`config.mk`:
```
export PLATFORM = sky130hd
export DESIGN_NAME = xbus_arbiter
export DESIGN_NICKNAME = d
export VERILOG_FILES = /design/src/rtl/xbus_arb_pkg.sv /design/src/rtl/xbus_prio_pick.sv /design/src/rtl/xbus_owner_ctrl.sv /design/src/rtl/xbus_grant_out.sv /design/src/rtl/xbus_arbiter.sv
export SDC_FILE = /design/constraint.sdc
export NUM_CORES = 1
export LEC_CHECK = 0
export ABC_AREA = 1
export ABC_CLOCK_PERIOD_IN_PS = 3500
export BUFFER_PORTS_ARGS = -buffer_cell sky130_fd_sc_hd__buf_2
export CORE_ASPECT_RATIO = 1.1
export CORE_MARGIN = 1.5
export CORE_UTILIZATION = 35
export DETAILED_ROUTE_END_ITERATION = 8
export PLACE_DENSITY = 0.51
export SETUP_SLACK_MARGIN = 0.02
export SYNTH_ARGS = -nofsm -noshare
export SYNTH_HDL_FRONTEND = slang
export SYNTH_SLANG_ARGS = --single-unit
```
`constraint.sdc`:
```
create_clock -name clk -period 3.5 [get_ports clk]
set_input_delay 0.7 -clock clk [delete_from_list [all_inputs] [get_ports clk]]
set_output_delay 0.7 -clock clk [all_outputs]
set_load 0.02 [all_outputs]
```
`src/rtl/xbus_arb_pkg.sv`:
```
// Package: shared types for the bus arbiter.
// Assumes: no more than one master kind is active at a time.
package xbus_arb_pkg;
    typedef enum logic [1:0] {
        OWN_NONE = 2'd0,
        OWN_NODE = 2'd1,
        OWN_HOST = 2'd2
    } owner_e;
endpackage

```
`src/rtl/xbus_prio_pick.sv`:
```
// Module: picks one requesting node under fixed or rotating order.
// Assumes: last_idx < N. In fixed mode index 0 ranks highest; in rotating
// mode the ranking starts at last_idx+1 and wraps from the top index to 0.
module xbus_prio_pick #(
    parameter int N  = 6,
    parameter int IW = 3
) (
    input  logic [N-1:0]  req,
    input  logic          rotate,
    input  logic [IW-1:0] last_idx,
    output logic          hit,
    output logic [IW-1:0] win
);
    // Scan candidates from lowest to highest rank; the last match kept is the best.
    always_comb begin
        hit = 1'b0;
        win = '0;
        for (int s = N; s >= 1; s--) begin
            int c;
            c = rotate ? ((int'(last_idx) + s) % N) : (s - 1);
            if (req[c]) begin
                hit = 1'b1;
                win = IW'(c);
            end
        end
    end

    // in fixed mode no lower-index node may be requesting besides the winner
    always_comb begin
        if (hit && !rotate) begin
            a_r3_fixed_lowest: assert ((req & ((N'(1) << win) - N'(1))) == '0);
        end
    end
endmodule

```
`src/rtl/xbus_owner_ctrl.sv`:
```
// Module: bus ownership state machine.
// Assumes: release happens only from the owned state, so the state passes
// through OWN_NONE for one cycle between masters. The host wins a free bus
// when lock is low.
module xbus_owner_ctrl
    import xbus_arb_pkg::*;
#(
    parameter int N  = 6,
    parameter int IW = 3
) (
    input  logic          clk,
    input  logic          rst_n,
    input  logic [N-1:0]  node_req,
    input  logic          host_req,
    input  logic          lock,
    input  logic          pick_hit,
    input  logic [IW-1:0] pick_idx,
    output owner_e        own,
    output logic [IW-1:0] own_idx,
    output logic [IW-1:0] last_idx,
    output logic          host_stays
);
    owner_e        own_n;
    logic [IW-1:0] own_idx_n;
    logic [IW-1:0] last_idx_n;

    // Next-owner decision: claim a free bus, or release an owned one.
    always_comb begin
        own_n      = own;
        own_idx_n  = own_idx;
        last_idx_n = last_idx;
        unique case (own)
            OWN_NONE: begin
                if (host_req && !lock) begin
                    own_n = OWN_HOST;
                end else if (pick_hit) begin
                    own_n     = OWN_NODE;
                    own_idx_n = pick_idx;
                end
            end
            OWN_NODE: begin
                if (!node_req[own_idx] && !lock) begin
                    own_n      = OWN_NONE;
                    last_idx_n = own_idx;
                end
            end
            OWN_HOST: begin
                if (!host_req) begin
                    own_n = OWN_NONE;
                end
            end
            default: own_n = OWN_NONE;
        endcase
    end

    // Ownership registers with synchronous reset; rotation point starts at the top index.
    always_ff @(posedge clk) begin
        if (!rst_n) begin
            own      <= OWN_NONE;
            own_idx  <= '0;
            last_idx <= IW'(N - 1);
        end else begin
            own      <= own_n;
            own_idx  <= own_idx_n;
            last_idx <= last_idx_n;
        end
    end

    // Host keeps the bus into the next cycle.
    assign host_stays = (own == OWN_HOST) && host_req;

    // a locked node owner keeps the bus
    a_r7_lock_hold: assert property (@(posedge clk) disable iff (!rst_n)
        (own == OWN_NODE && lock) |=> (own == OWN_NODE && own_idx == $past(own_idx)));

    // the host keeps the bus while it requests
    a_r8_host_keep: assert property (@(posedge clk) disable iff (!rst_n)
        (own == OWN_HOST && host_req) |=> (own == OWN_HOST));

    // a host tenure leaves the rotation point alone
    a_r10_ptr_host: assert property (@(posedge clk) disable iff (!rst_n)
        (own == OWN_HOST) |=> $stable(last_idx));
endmodule

```
`src/rtl/xbus_grant_out.sv`:
```
// Module: decodes ownership into grant lines and registers the host ready flag.
// Assumes: own/own_idx are registers, so the grants come from flops.
module xbus_grant_out
    import xbus_arb_pkg::*;
#(
    parameter int N  = 6,
    parameter int IW = 3
) (
    input  logic          clk,
    input  logic          rst_n,
    input  owner_e        own,
    input  logic [IW-1:0] own_idx,
    input  logic          host_stays,
    output logic [N-1:0]  node_gnt,
    output logic          host_gnt,
    output logic          host_rdy
);
    // One decoded grant per node.
    for (genvar g = 0; g < N; g++) begin : g_gnt
        assign node_gnt[g] = (own == OWN_NODE) && (own_idx == IW'(g));
    end

    assign host_gnt = (own == OWN_HOST);

    // Ready rises one cycle into a host tenure and stays while the host holds the bus.
    always_ff @(posedge clk) begin
        if (!rst_n) host_rdy <= 1'b0;
        else        host_rdy <= host_stays;
    end

    // ready only under a host grant
    a_r9_rdy_needs_gnt: assert property (@(posedge clk) disable iff (!rst_n)
        host_rdy |-> host_gnt);
endmodule

```
`src/rtl/xbus_arbiter.sv`:
```
// Module: top of the shared bus arbiter (nodes plus one host, lock, idle changeover).
// Assumes: one clock, synchronous active-low reset, and inputs synchronous to clk.
module xbus_arbiter
    import xbus_arb_pkg::*;
#(
    parameter int NODES = 6
) (
    input  logic             clk,
    input  logic             rst_n,
    input  logic             rotate_mode,
    input  logic             lock,
    input  logic [NODES-1:0] node_req,
    input  logic             host_req,
    output logic [NODES-1:0] node_gnt,
    output logic             host_gnt,
    output logic             host_rdy
);
    localparam int IW = (NODES > 1) ? $clog2(NODES) : 1;

    owner_e        own;
    logic [IW-1:0] own_idx;
    logic [IW-1:0] last_idx;
    logic          pick_hit;
    logic [IW-1:0] pick_idx;
    logic          host_stays;

    xbus_prio_pick #(.N(NODES), .IW(IW)) u_pick (
        .req      (node_req),
        .rotate   (rotate_mode),
        .last_idx (last_idx),
        .hit      (pick_hit),
        .win      (pick_idx)
    );

    xbus_owner_ctrl #(.N(NODES), .IW(IW)) u_owner (
        .clk        (clk),
        .rst_n      (rst_n),
        .node_req   (node_req),
        .host_req   (host_req),
        .lock       (lock),
        .pick_hit   (pick_hit),
        .pick_idx   (pick_idx),
        .own        (own),
        .own_idx    (own_idx),
        .last_idx   (last_idx),
        .host_stays (host_stays)
    );

    xbus_grant_out #(.N(NODES), .IW(IW)) u_out (
        .clk        (clk),
        .rst_n      (rst_n),
        .own        (own),
        .own_idx    (own_idx),
        .host_stays (host_stays),
        .node_gnt   (node_gnt),
        .host_gnt   (host_gnt),
        .host_rdy   (host_rdy)
    );

    // never more than one grant
    a_r2_one_grant: assert property (@(posedge clk) disable iff (!rst_n)
        $onehot0({host_gnt, node_gnt}));

    // a grant is either kept or followed by an empty cycle
    a_r6_idle_gap: assert property (@(posedge clk) disable iff (!rst_n)
        ((|node_gnt) || host_gnt) |=>
            (({host_gnt, node_gnt} == $past({host_gnt, node_gnt})) ||
             ({host_gnt, node_gnt} == '0)));
endmodule

```
==> results of run 1 <==
-- report_power, final --
group          total [uW]  internal [uW]  leakage [uW]  switching (uW)
logic                 368            124      0.000856             244
registers             139            116     0.0000738            23.5
clock network         123           79.6     0.0000228            43.7
total                 631            319      0.000953             312
-- worst min-delay path, delay by kind of cell, from the launching register on --
| kind | cells | cell delay (ns) |
|---|---|---|
| DFF | 1 | 0.35 |
| and+or+nand+nor | 3 | 0.17 |
-- kinds of logic (layout without fill, tap and decap cells) --
kind of cell             count (synthesis)  after routing  synth area share
adder cells (fa/ha/maj)                 14             14             0.119
AO/OA/AOI/OAI                           33             33             0.133
buffers and inverters                   47             66             0.122
AND/OR/NAND/NOR                        161            161             0.491
flip-flops                               9              9             0.123
XOR/XNOR                                 1              1           0.00596
multiplexers                             1              1           0.00681
-- per-stage QoR --
step	hold WS (ns)	util	setup WS, ns	std cells	total power [uW]
after CTS	0.571	0.415	0.542	337	634
after floorplan	0.503	-	0.942	266	427
after global placement	0.560	0.404	0.567	333	513
after detailed placement	0.563	0.404	0.569	333	507
final	0.567	0.415	0.538	337	631
after global routing	0.599	0.415	0.207	337	703
-- layer usage --
layer | routed length, microns | share of wire | GRT usage
met1 | 1890 | 0.48 | 0.256
met2 | 1850 | 0.47 | 0.329
met3 | 154 | 0.039 | 0.0159
met4 | 56 | 0.014 | 0.0567
met5 | 0 | 0 | 0
-- worst paths after layout --
check	start	to	slack (ns)	cells past startpoint
min reg2reg	u_owner.own[0]$_SDFFE_PN0P_	u_out.host_rdy$_SDFF_PN0_	0.57	3
min	u_owner.own[0]$_SDFFE_PN0P_	u_out.host_rdy$_SDFF_PN0_	0.57	3
max reg2reg	u_owner.last_idx[1]$_SDFFE_PN0P_	u_owner.own_idx[0]$_SDFFE_PN0P_	0.54	20
max	u_owner.last_idx[1]$_SDFFE_PN0P_	u_owner.own_idx[0]$_SDFFE_PN0P_	0.54	20
-- state kept, by name, indices dropped and copies added (netlist names) --
register,cells
u_out.host_rdy,1
u_owner.last_idx,3
u_owner.own_idx,3
u_owner.own,2
-- placed cells by master, fill, tap and decap left out, types with 5 or more instances in the layout --
master / netlist / routed
a21oi_1: 11 / 11
buf_2: 2 / 18
dfxtp_1: 9 / 9
ha_1: 14 / 14
inv_1: 38 / 38
inv_2: 6 / 6
nand2_1: 86 / 86
nand2_2: 7 / 7
nand3_1: 25 / 25
nand3_2: 5 / 5
nand4_1: 8 / 8
nor2_1: 24 / 24
o21ai_0: 7 / 7
o21ai_1: 5 / 5
-- cell type report --
type	count	area (sq um)
Inverter	44	165
Fill cell	434	2340
Clock buffer	4	45.0
Multi-Input combinational cell	210	1110
Tap cell	52	65.1
Timing Repair Buffer	18	90.1
Sequential cell	9	180
==> impl_metrics.yaml, run 1 <==
clocking:
  numCtsBuffers: 3
  clk_path_buf_depth: 2
  cts.repair.resized: 0
  postCtsSetupRepairBufs: 0
  cts.clk_slew.worst_paths_ns: 0.05
  root_buffer: "clkbuf_8"
  clkSinkCount: 9
  cts_tree: "built"
  hold_buffers: 0
  htreeDepth: 1
  clkLatencyLatePin_ns: 0.24
worst_setup_path:
  crit_family: "simple AND/OR/NAND/NOR gates"
  cp.arrival_ns: 3.13
  required_ns: 3.67
  path_cells: "inv_1 -> ha_1 -> xor2_1 -> inv_1 -> ha_1 -> inv_1 -> nand2_1 -> o21ai_1 -> nand2_1 -> nand2_1 -> nand3_2 -> inv_2 -> nand3_2 -> nand2_2 -> nor2_2 -> nand2_2 -> nand2_4 -> nor2_1 -> nand2_1 -> a21oi_1"
  cpMaxStageDelayCell: "dfxtp_1"
  max_stage_delay_ns: 0.50
  cp-start-kind: "flop"
  end_kind: "flop"
  critPathKind: "flop to flop"
  crit_path_frequent_cell: "nand2_1"
  critical_path.max_fanout: 9
  path_buf_inv: 4
sta:
  fin_crit_ns: 2.96
  setup_viol: 0
  finalCritPeriodShare: 0.846
  slew_headroom: 0.687
  fin_setup_tns_ns: 0
  finClkSkew_ns: 0.00302
  max_slew.worst_pin.slew_ns: 0.464
  hold_viol: 0
  fmax_mhz: 338
  rsz0062_at_grt: "no"
  slew_violations: 0
floorplan:
  rows: 24
  start_util: 0.368
  core_sq_um: 3990
  die-area_sq_um: 4600
  die_h_microns: 71.0
  ioPinCount: 19
  die_w_microns: 64.8
placed_design:
  place.gp.congestion: 0.835
  io_buffers: 18
  post-dp-hpwl_microns: 3240
  place_area_sq_um: 1610
synthesis:
  synth_common_cells: "nand2_1 (86), inv_1 (38), nand3_1 (25), nor2_1 (24), ha_1 (14)"
  synth_area_leaders: "nand2_1 (22%), dfxtp_1 (12%), ha_1 (12%)"
  synthFlopType: "dfxtp_1"
  syn-cell-area_sq_um: 1470
  synth_cells: 266
  ys_seq_elements: 9
  syn_avg_cell_area_sq_um: 5.53
  synth_edf_count: 0
  ys_seq_area_frac: 0.123
  yosysTopAreaCell: "nand2_1"
  syn-num-nets: 291
  synth.most_common_cell: "nand2_1"
  yosysTopAreaCellShare: 0.220
  yosys_warnings: 0
  synth.distinct_cells: 32
  async_flop_share: 0
global_route:
  overflow: 0
  grt_max_degree: 19
  grt_pass1_wl_microns: 7110
  grt_pass1_vias: 1581
  grt_util_all_layers: 0.192
  antenna_found_initial: 0
cells_and_area:
  insertedDiodeCount: 0
  finalNetCount: 311
  drive_above_1_share: 0.154
  final_area_sq_um: 1660
  area_growth_pct: 12.7
detailed_routing:
  ant_nets: 0
  avgViaCountPerCell: 4.96
  drtIter0Drc: 92
  via_count: 1671
  wl_microns: 3950
  wl_per_cell_microns: 11.7
  first_pass_iters: 4
  drc: 0
worst_hold_path:
  hold_class: "flop to flop"
status:
  status: "finished, final reports clean"
power:
  powerDensity_nw_per_um2: 381
  ir_worst_vdd_mv: 0.221
  leakagePower_uw: 0.000953
flow_run:
  cap_violations: 0
Note: power is estimated with default switching activity, not from simulation.
==> run 2, diff against run 1 <==
--- a/config.mk
+++ b/config.mk
@@ -5,14 +5,14 @@
 export SDC_FILE = /design/constraint.sdc
 export NUM_CORES = 1
 export LEC_CHECK = 0
-export ABC_AREA = 1
-export ABC_CLOCK_PERIOD_IN_PS = 3500
+export ABC_AREA = 0
+export ABC_CLOCK_PERIOD_IN_PS = 2900
 export BUFFER_PORTS_ARGS = -buffer_cell sky130_fd_sc_hd__buf_2
 export CORE_ASPECT_RATIO = 1.1
 export CORE_MARGIN = 1.5
 export CORE_UTILIZATION = 35
 export DETAILED_ROUTE_END_ITERATION = 8
-export PLACE_DENSITY = 0.51
+export PLACE_DENSITY = 0.5
 export SETUP_SLACK_MARGIN = 0.02
 export SYNTH_ARGS = -nofsm -noshare
 export SYNTH_HDL_FRONTEND = slang
==> constraint.sdc (replaced) <==
create_clock -name clk -period 2.9 [get_ports clk]
set_input_delay 0.58 -clock clk [delete_from_list [all_inputs] [get_ports clk]]
set_output_delay 0.58 -clock clk [all_outputs]
set_load 0.02 [all_outputs]
==> impl_metrics.yaml, run 2 <==
power:
  p_total_uw: 758
  pwr-share-seq: 0.208
  p_clk_frac: 0.199
  power_switching_uw: 302
  power_frac_comb: 0.593
  leakagePower_uw: 0.00111
  swShare: 0.399
  internal_power_uw: 455
  powerDensity_nw_per_um2: 300
  ir_worst_vdd_mv: 0.103
synthesis:
  synth.distinct_cells: 63
  ys_seq_elements: 9
  synth_edf_count: 0
  syn_avg_cell_area_sq_um: 7.76
  synth.most_common_cell: "nand2_1"
  yosys_warnings: 0
  synthFlopType: "dfxtp_1"
  yosysTopAreaCell: "dfxtp_1"
  ys_seq_area_frac: 0.102
  yosysTopAreaCellShare: 0.102
  syn-num-nets: 252
  async_flop_share: 0
  synth_common_cells: "nand2_1 (18), a21oi_1 (17), ha_1 (14), inv_1 (14), nor2_1 (12)"
  synth_cells: 227
  syn-cell-area_sq_um: 1760
  synth_area_leaders: "dfxtp_1 (10%), ha_1 (9.9%), mux2i_1 (5.7%)"
flow_run:
  cap_violations: 0
worst_hold_path:
  hold_path_depth: 1
  hold_class: "flop to flop"
  holdCritStartpoint: "u_owner.own[1]$_SDFFE_PN0P_"
  holdPathEnd: "u_owner.own[0]$_SDFFE_PN0P_"
detailed_routing:
  avgViaCountPerCell: 5.72
  wl_per_cell_microns: 16.0
  drc: 0
  first_pass_iters: 4
  wl_microns: 5580
  drtIter0Drc: 76
  ant_nets: 0
  via_count: 1995
global_route:
  grt_util_all_layers: 0.212
  antenna_found_initial: 0
  grt_pass1_wl_microns: 9420
  grt_max_degree: 21
  overflow: 0
  grt_pass1_vias: 1961
clocking:
  htreeDepth: 1
  root_buffer: "clkbuf_8"
  numCtsBuffers: 3
  clkLatencyLatePin_ns: 0.23
  hold_buffers: 0
  cts_tree: "built"
  clkSinkCount: 9
  cts.clk_slew.worst_paths_ns: 0.05
  clk_path_buf_depth: 2
sta:
  rsz0062_at_grt: "yes"
  finalCritPeriodShare: 1.04
  worst_slack_ns: -0.104
  slew_violations: 0
  hold_viol: 0
  fin_crit_ns: 3.00
  max_slew.worst_pin.slew_ns: 0.398
  setup_viol: 3
  slew_headroom: 0.732
  fmax_mhz: 333
  finClkSkew_ns: 0.00318
cells_and_area:
  seqCellArea_sq_um: 186
  insertedDiodeCount: 0
  area_growth_pct: 43.3
  final_cell_mix: "buf_4 (55), buf_2 (18), nand2_1 (17)"
  fin_cells: 349
  multi_input_area_sq_um: 1650
  top_regs: "u_owner.last_idx x3, u_owner.own_idx x3, u_owner.own x2"
  layout_commonest_cell: "buf_4"
  finalNetCount: 319
  drive_above_1_share: 0.433
  nFillCells: 469
floorplan:
  start_util: 0.371
  die_h_microns: 77.4
  rows: 26
  core_sq_um: 4750
  die_w_microns: 70.6
  die-area_sq_um: 5470
  ioPinCount: 19
status:
  violations: "setup timing"
  status: "finished, violations left"
worst_setup_path:
  r2r_slack_ns: -0.10
  critPathKind: "flop to flop"
  cp.arrival_ns: 3.15
  r2r-start: "u_owner.last_idx[1]$_SDFFE_PN0P_"
  critical_path.max_fanout: 6
  r2r_end: "u_owner.own_idx[0]$_SDFFE_PN0P_"
  reg2reg_depth: 12
  required_ns: 3.05
  cp-start-kind: "flop"
  end_kind: "flop"
placed_design:
  io_buffers: 18
  place.gp.congestion: 0.880
  dpl.cell_count: 338
  post-dp-hpwl_microns: 4450
==> run 2: cell types whose count changed in the layout (fill, tap and decap cells not counted), sizes merged, moves of 5 or more <==
cell / before / now
nor2b: 0 / 6
nand4: 8 / 3
nor2: 25 / 12
buf: 18 / 73
a211oi: 1 / 7
mux2i: 1 / 12
nand2: 94 / 18
inv: 44 / 16
nor3: 2 / 8
nand2b: 0 / 7
a21oi: 12 / 17
nand3: 30 / 5
o21ai: 13 / 5
==> run 2: worst max-delay path, cell delays in order, from the launching register on <==
cell	delay (ns)
dfxtp_4	0.40
inv_6	0.06
ha_4	0.17
a21oi_4	0.16
inv_2	0.07
ha_4	0.23
nand2b_4	0.13
or3_4	0.33
a311oi_4	0.33
a221oi_4	0.13
a21boi_2	0.18
or4_4	0.47
a311oi_2	0.26
==> run 2: power groups by stage <==
stage               Combinational (uW)  Clock, uW  Sequential [uW]
detailed placement                 399          0              159
floorplan                          273          0              145
global route                       493        160              160
global placement                   399          0              159
finish                             449        151              158
CTS                                416        155              157
==> run 2: how the worst max path moves through the flow <==
stage	startpoint	endpoint	slack, ns	cells past startpoint
2_1_floorplan	u_owner.last_idx[0]$_SDFFE_PN1P_	u_owner.own_idx[0]$_SDFFE_PN0P_	-0.16	13
3_3_place_gp	u_owner.last_idx[1]$_SDFFE_PN0P_	u_owner.own_idx[0]$_SDFFE_PN0P_	-0.17	13
3_5_place_dp	u_owner.last_idx[1]$_SDFFE_PN0P_	u_owner.own_idx[0]$_SDFFE_PN0P_	-0.18	13
4_1_cts	u_owner.last_idx[1]$_SDFFE_PN0P_	u_owner.own_idx[0]$_SDFFE_PN0P_	-0.10	12
5_1_grt	u_owner.last_idx[1]$_SDFFE_PN0P_	u_owner.own_idx[0]$_SDFFE_PN0P_	-0.23	12
6_report	u_owner.last_idx[1]$_SDFFE_PN0P_	u_owner.own_idx[0]$_SDFFE_PN0P_	-0.10	12
==> run 2: timing repair <==
action	in CTS	in global routing
buffers inserted	1	6
resized for setup	11	14
pin swaps	5	11
gates cloned	0	0
hold endpoints to repair	0	0
endpoints found under the setup margin	3	4
==> run 2: cell type report <==
| type | instances | area share |
|---|---|---|
| Sequential cell | 9 | 0.0738 |
| Timing Repair Buffer | 73 | 0.199 |
| Tap cell | 56 | 0.0278 |
| Multi-Input combinational cell | 191 | 0.655 |
| Clock buffer | 4 | 0.0178 |
| Inverter | 16 | 0.0268 |
==> run 2: kinds of logic after synthesis <==
family | share of synthesized area
AOI/OAI and AO/OA | 0.349
adders and majority gates | 0.0994
muxes | 0.111
buffers and inverters | 0.0781
DFF | 0.102
and+or+nand+nor | 0.237
xor gates and xnor gates | 0.0234
==> run 2: per-layer routing <==
layer	track usage	wire [microns]
met5	0	0
met3	0.0182	219
met2	0.364	2690
met4	0.0660	80
met1	0.281	2590
==> run 2: metrics by stage <==
step           TNS [ns]   util  area, sq um  worst slack (ns)  hold slack (ns)
5_1_grt          -0.603  0.532         2520            -0.225            0.483
3_3_place_gp     -0.422  0.484         2300            -0.169            0.456
6_report         -0.216  0.532         2520            -0.104            0.461
3_5_place_dp     -0.446  0.484         2300            -0.179            0.446
4_1_cts          -0.139  0.507         2410            -0.103            0.463
2_1_floorplan    -0.327      -         1850            -0.158            0.423
==> run 3, diff against run 2 <==
==> constraint.sdc (replaced) <==
create_clock -name clk -period 2.9 [get_ports clk]
set_input_delay 0.29 -clock clk [delete_from_list [all_inputs] [get_ports clk]]
set_output_delay 0.29 -clock clk [all_outputs]
set_load 0.02 [all_outputs]
==> impl_metrics.yaml, run 3 (synthesis gave the netlist of run 2 again) <==
placed_design:
  post-dp-hpwl_microns: 4400
  place.gp.congestion: 0.832
  place_ws_ns: -0.186
  place_area_sq_um: 2270
  io_buffers: 18
clocking:
  clkSinkCount: 9
  cts.clk_slew.worst_paths_ns: 0.05
  htreeDepth: 1
  clk_path_buf_depth: 2
  hold_buffers: 0
  cts_tree: "built"
  root_buffer: "clkbuf_8"
  clkLatencyLatePin_ns: 0.24
  numCtsBuffers: 3
worst_hold_path:
  hold_class: "input pin to flop"
  holdCritStartpoint: "lock"
  hold_path_depth: 2
global_route:
  antenna_found_initial: 0
  grt_max_degree: 21
  grt_util_all_layers: 0.215
  grt_pass1_wl_microns: 9560
  overflow: 0
  grt_pass1_vias: 1964
sta:
  hold_viol: 0
  finalCritPeriodShare: 1.03
  worst_slack_ns: -0.0819
  slew_headroom: 0.671
  fmax_mhz: 335
  slew_violations: 0
  fin_crit_ns: 2.98
  finClkSkew_ns: 0.00880
  max_slew.worst_pin.slew_ns: 0.479
  rsz0062_at_grt: "yes"
  setup_viol: 3
floorplan:
  core_sq_um: 4750
  start_util: 0.371
  die_h_microns: 77.4
  die_w_microns: 70.6
  ioPinCount: 19
  rows: 26
  die-area_sq_um: 5470
worst_setup_path:
  required_ns: 3.01
  end_kind: "flop"
  reg2reg_depth: 13
  critical_path.max_fanout: 5
  critPathKind: "flop to flop"
  r2r_end: "u_owner.own_idx[1]$_SDFFE_PN0P_"
  cp-start-kind: "flop"
  endpoint: "u_owner.own_idx[1]$_SDFFE_PN0P_"
  crit_start: "u_owner.last_idx[1]$_SDFFE_PN0P_"
  cp.arrival_ns: 3.10
  r2r_slack_ns: -0.08
  r2r-start: "u_owner.last_idx[1]$_SDFFE_PN0P_"
detailed_routing:
  drtIter0Drc: 72
  avgViaCountPerCell: 5.88
  first_pass_iters: 5
  via_count: 2045
  ant_nets: 0
  wl_microns: 5950
  wl_per_cell_microns: 17.1
  drc: 0
cells_and_area:
  top_regs: "u_owner.last_idx x3, u_owner.own_idx x3, u_owner.own x2"
  final_cell_mix: "buf_4 (51), buf_2 (18), nand2_1 (16)"
  area_growth_pct: 47.5
  insertedDiodeCount: 0
  layout_commonest_cell: "buf_4"
  drive_above_1_share: 0.445
  final_area_sq_um: 2600
  finalNetCount: 318
power:
  leakagePower_uw: 0.00113
  ir_worst_vdd_mv: 0.158
  powerDensity_nw_per_um2: 303
flow_run:
  cap_violations: 0
status:
  status: "finished, violations left"
  violations: "setup timing"
run 3: what timing repair did:
action / CTS / global route
gates cloned: 0 / 0
endpoints found under the setup margin: 4 / 4
pin swaps: 13 / 16
setup buffers: 7 / 3
resized for setup: 16 / 22
hold endpoints to repair: 0 / 0
run 3: worst min-delay path by stage:
stage / slack, ns / to
finish: 0.25 / u_owner.own[1]$_SDFFE_PN0P_
global route: 0.27 / u_owner.own[1]$_SDFFE_PN0P_
CTS: 0.25 / u_owner.own[1]$_SDFFE_PN0P_
detailed placement: 0.44 / u_owner.own[0]$_SDFFE_PN0P_
global placement: 0.45 / u_owner.own[0]$_SDFFE_PN0P_
floorplan: 0.35 / u_owner.last_idx[0]$_SDFFE_PN1P_
run 3: layout make-up:
cell class                      instances  area (sq um)
Fill cell                             461          2150
Tap cell                               56          70.1
Sequential cell                         9           189
Inverter                               16          67.6
Timing Repair Buffer                   72           507
Multi-Input combinational cell        191          1720
Clock buffer                            4          45.0
run 3: per-stage QoR:
step           setup TNS (ns)  hold WS (ns)  utilization  total power, uW  instances
3_5_place_dp           -0.498         0.440        0.477              553        334
3_3_place_gp           -0.425         0.451        0.477              554        334
4_1_cts                -0.176         0.251        0.518              743        345
5_1_grt                -0.468         0.271        0.547              837        348
6_report               -0.155         0.252        0.547              787        348
2_1_floorplan          -0.327         0.352            -              419        227
run 3: power by group:
part | switching [uW] | internal, uW
clock network | 57.8 | 96.5
registers | 23.8 | 134
logic | 239 | 235
run 3: per-layer routing:
layer	vias to the layer above	track usage	wire, microns
met4	0	0.0774	127
met3	14	0.0234	199
met2	59	0.383	2930
li1	1003	-	-
met1	969	0.265	2700
met5	-	0	0
run 3: worst max-delay path, cell delays in order, from the launching register on:
cell,delay [ns]
dfxtp_4,0.40
buf_6,0.13
ha_2,0.20
nand2_2,0.07
nand2_2,0.09
ha_4,0.20
nand3b_1,0.24
o2bb2ai_4,0.19
a21oi_4,0.20
mux2_4,0.32
a211o_1,0.26
a222oi_1,0.28
o31a_1,0.21
a211oi_2,0.07
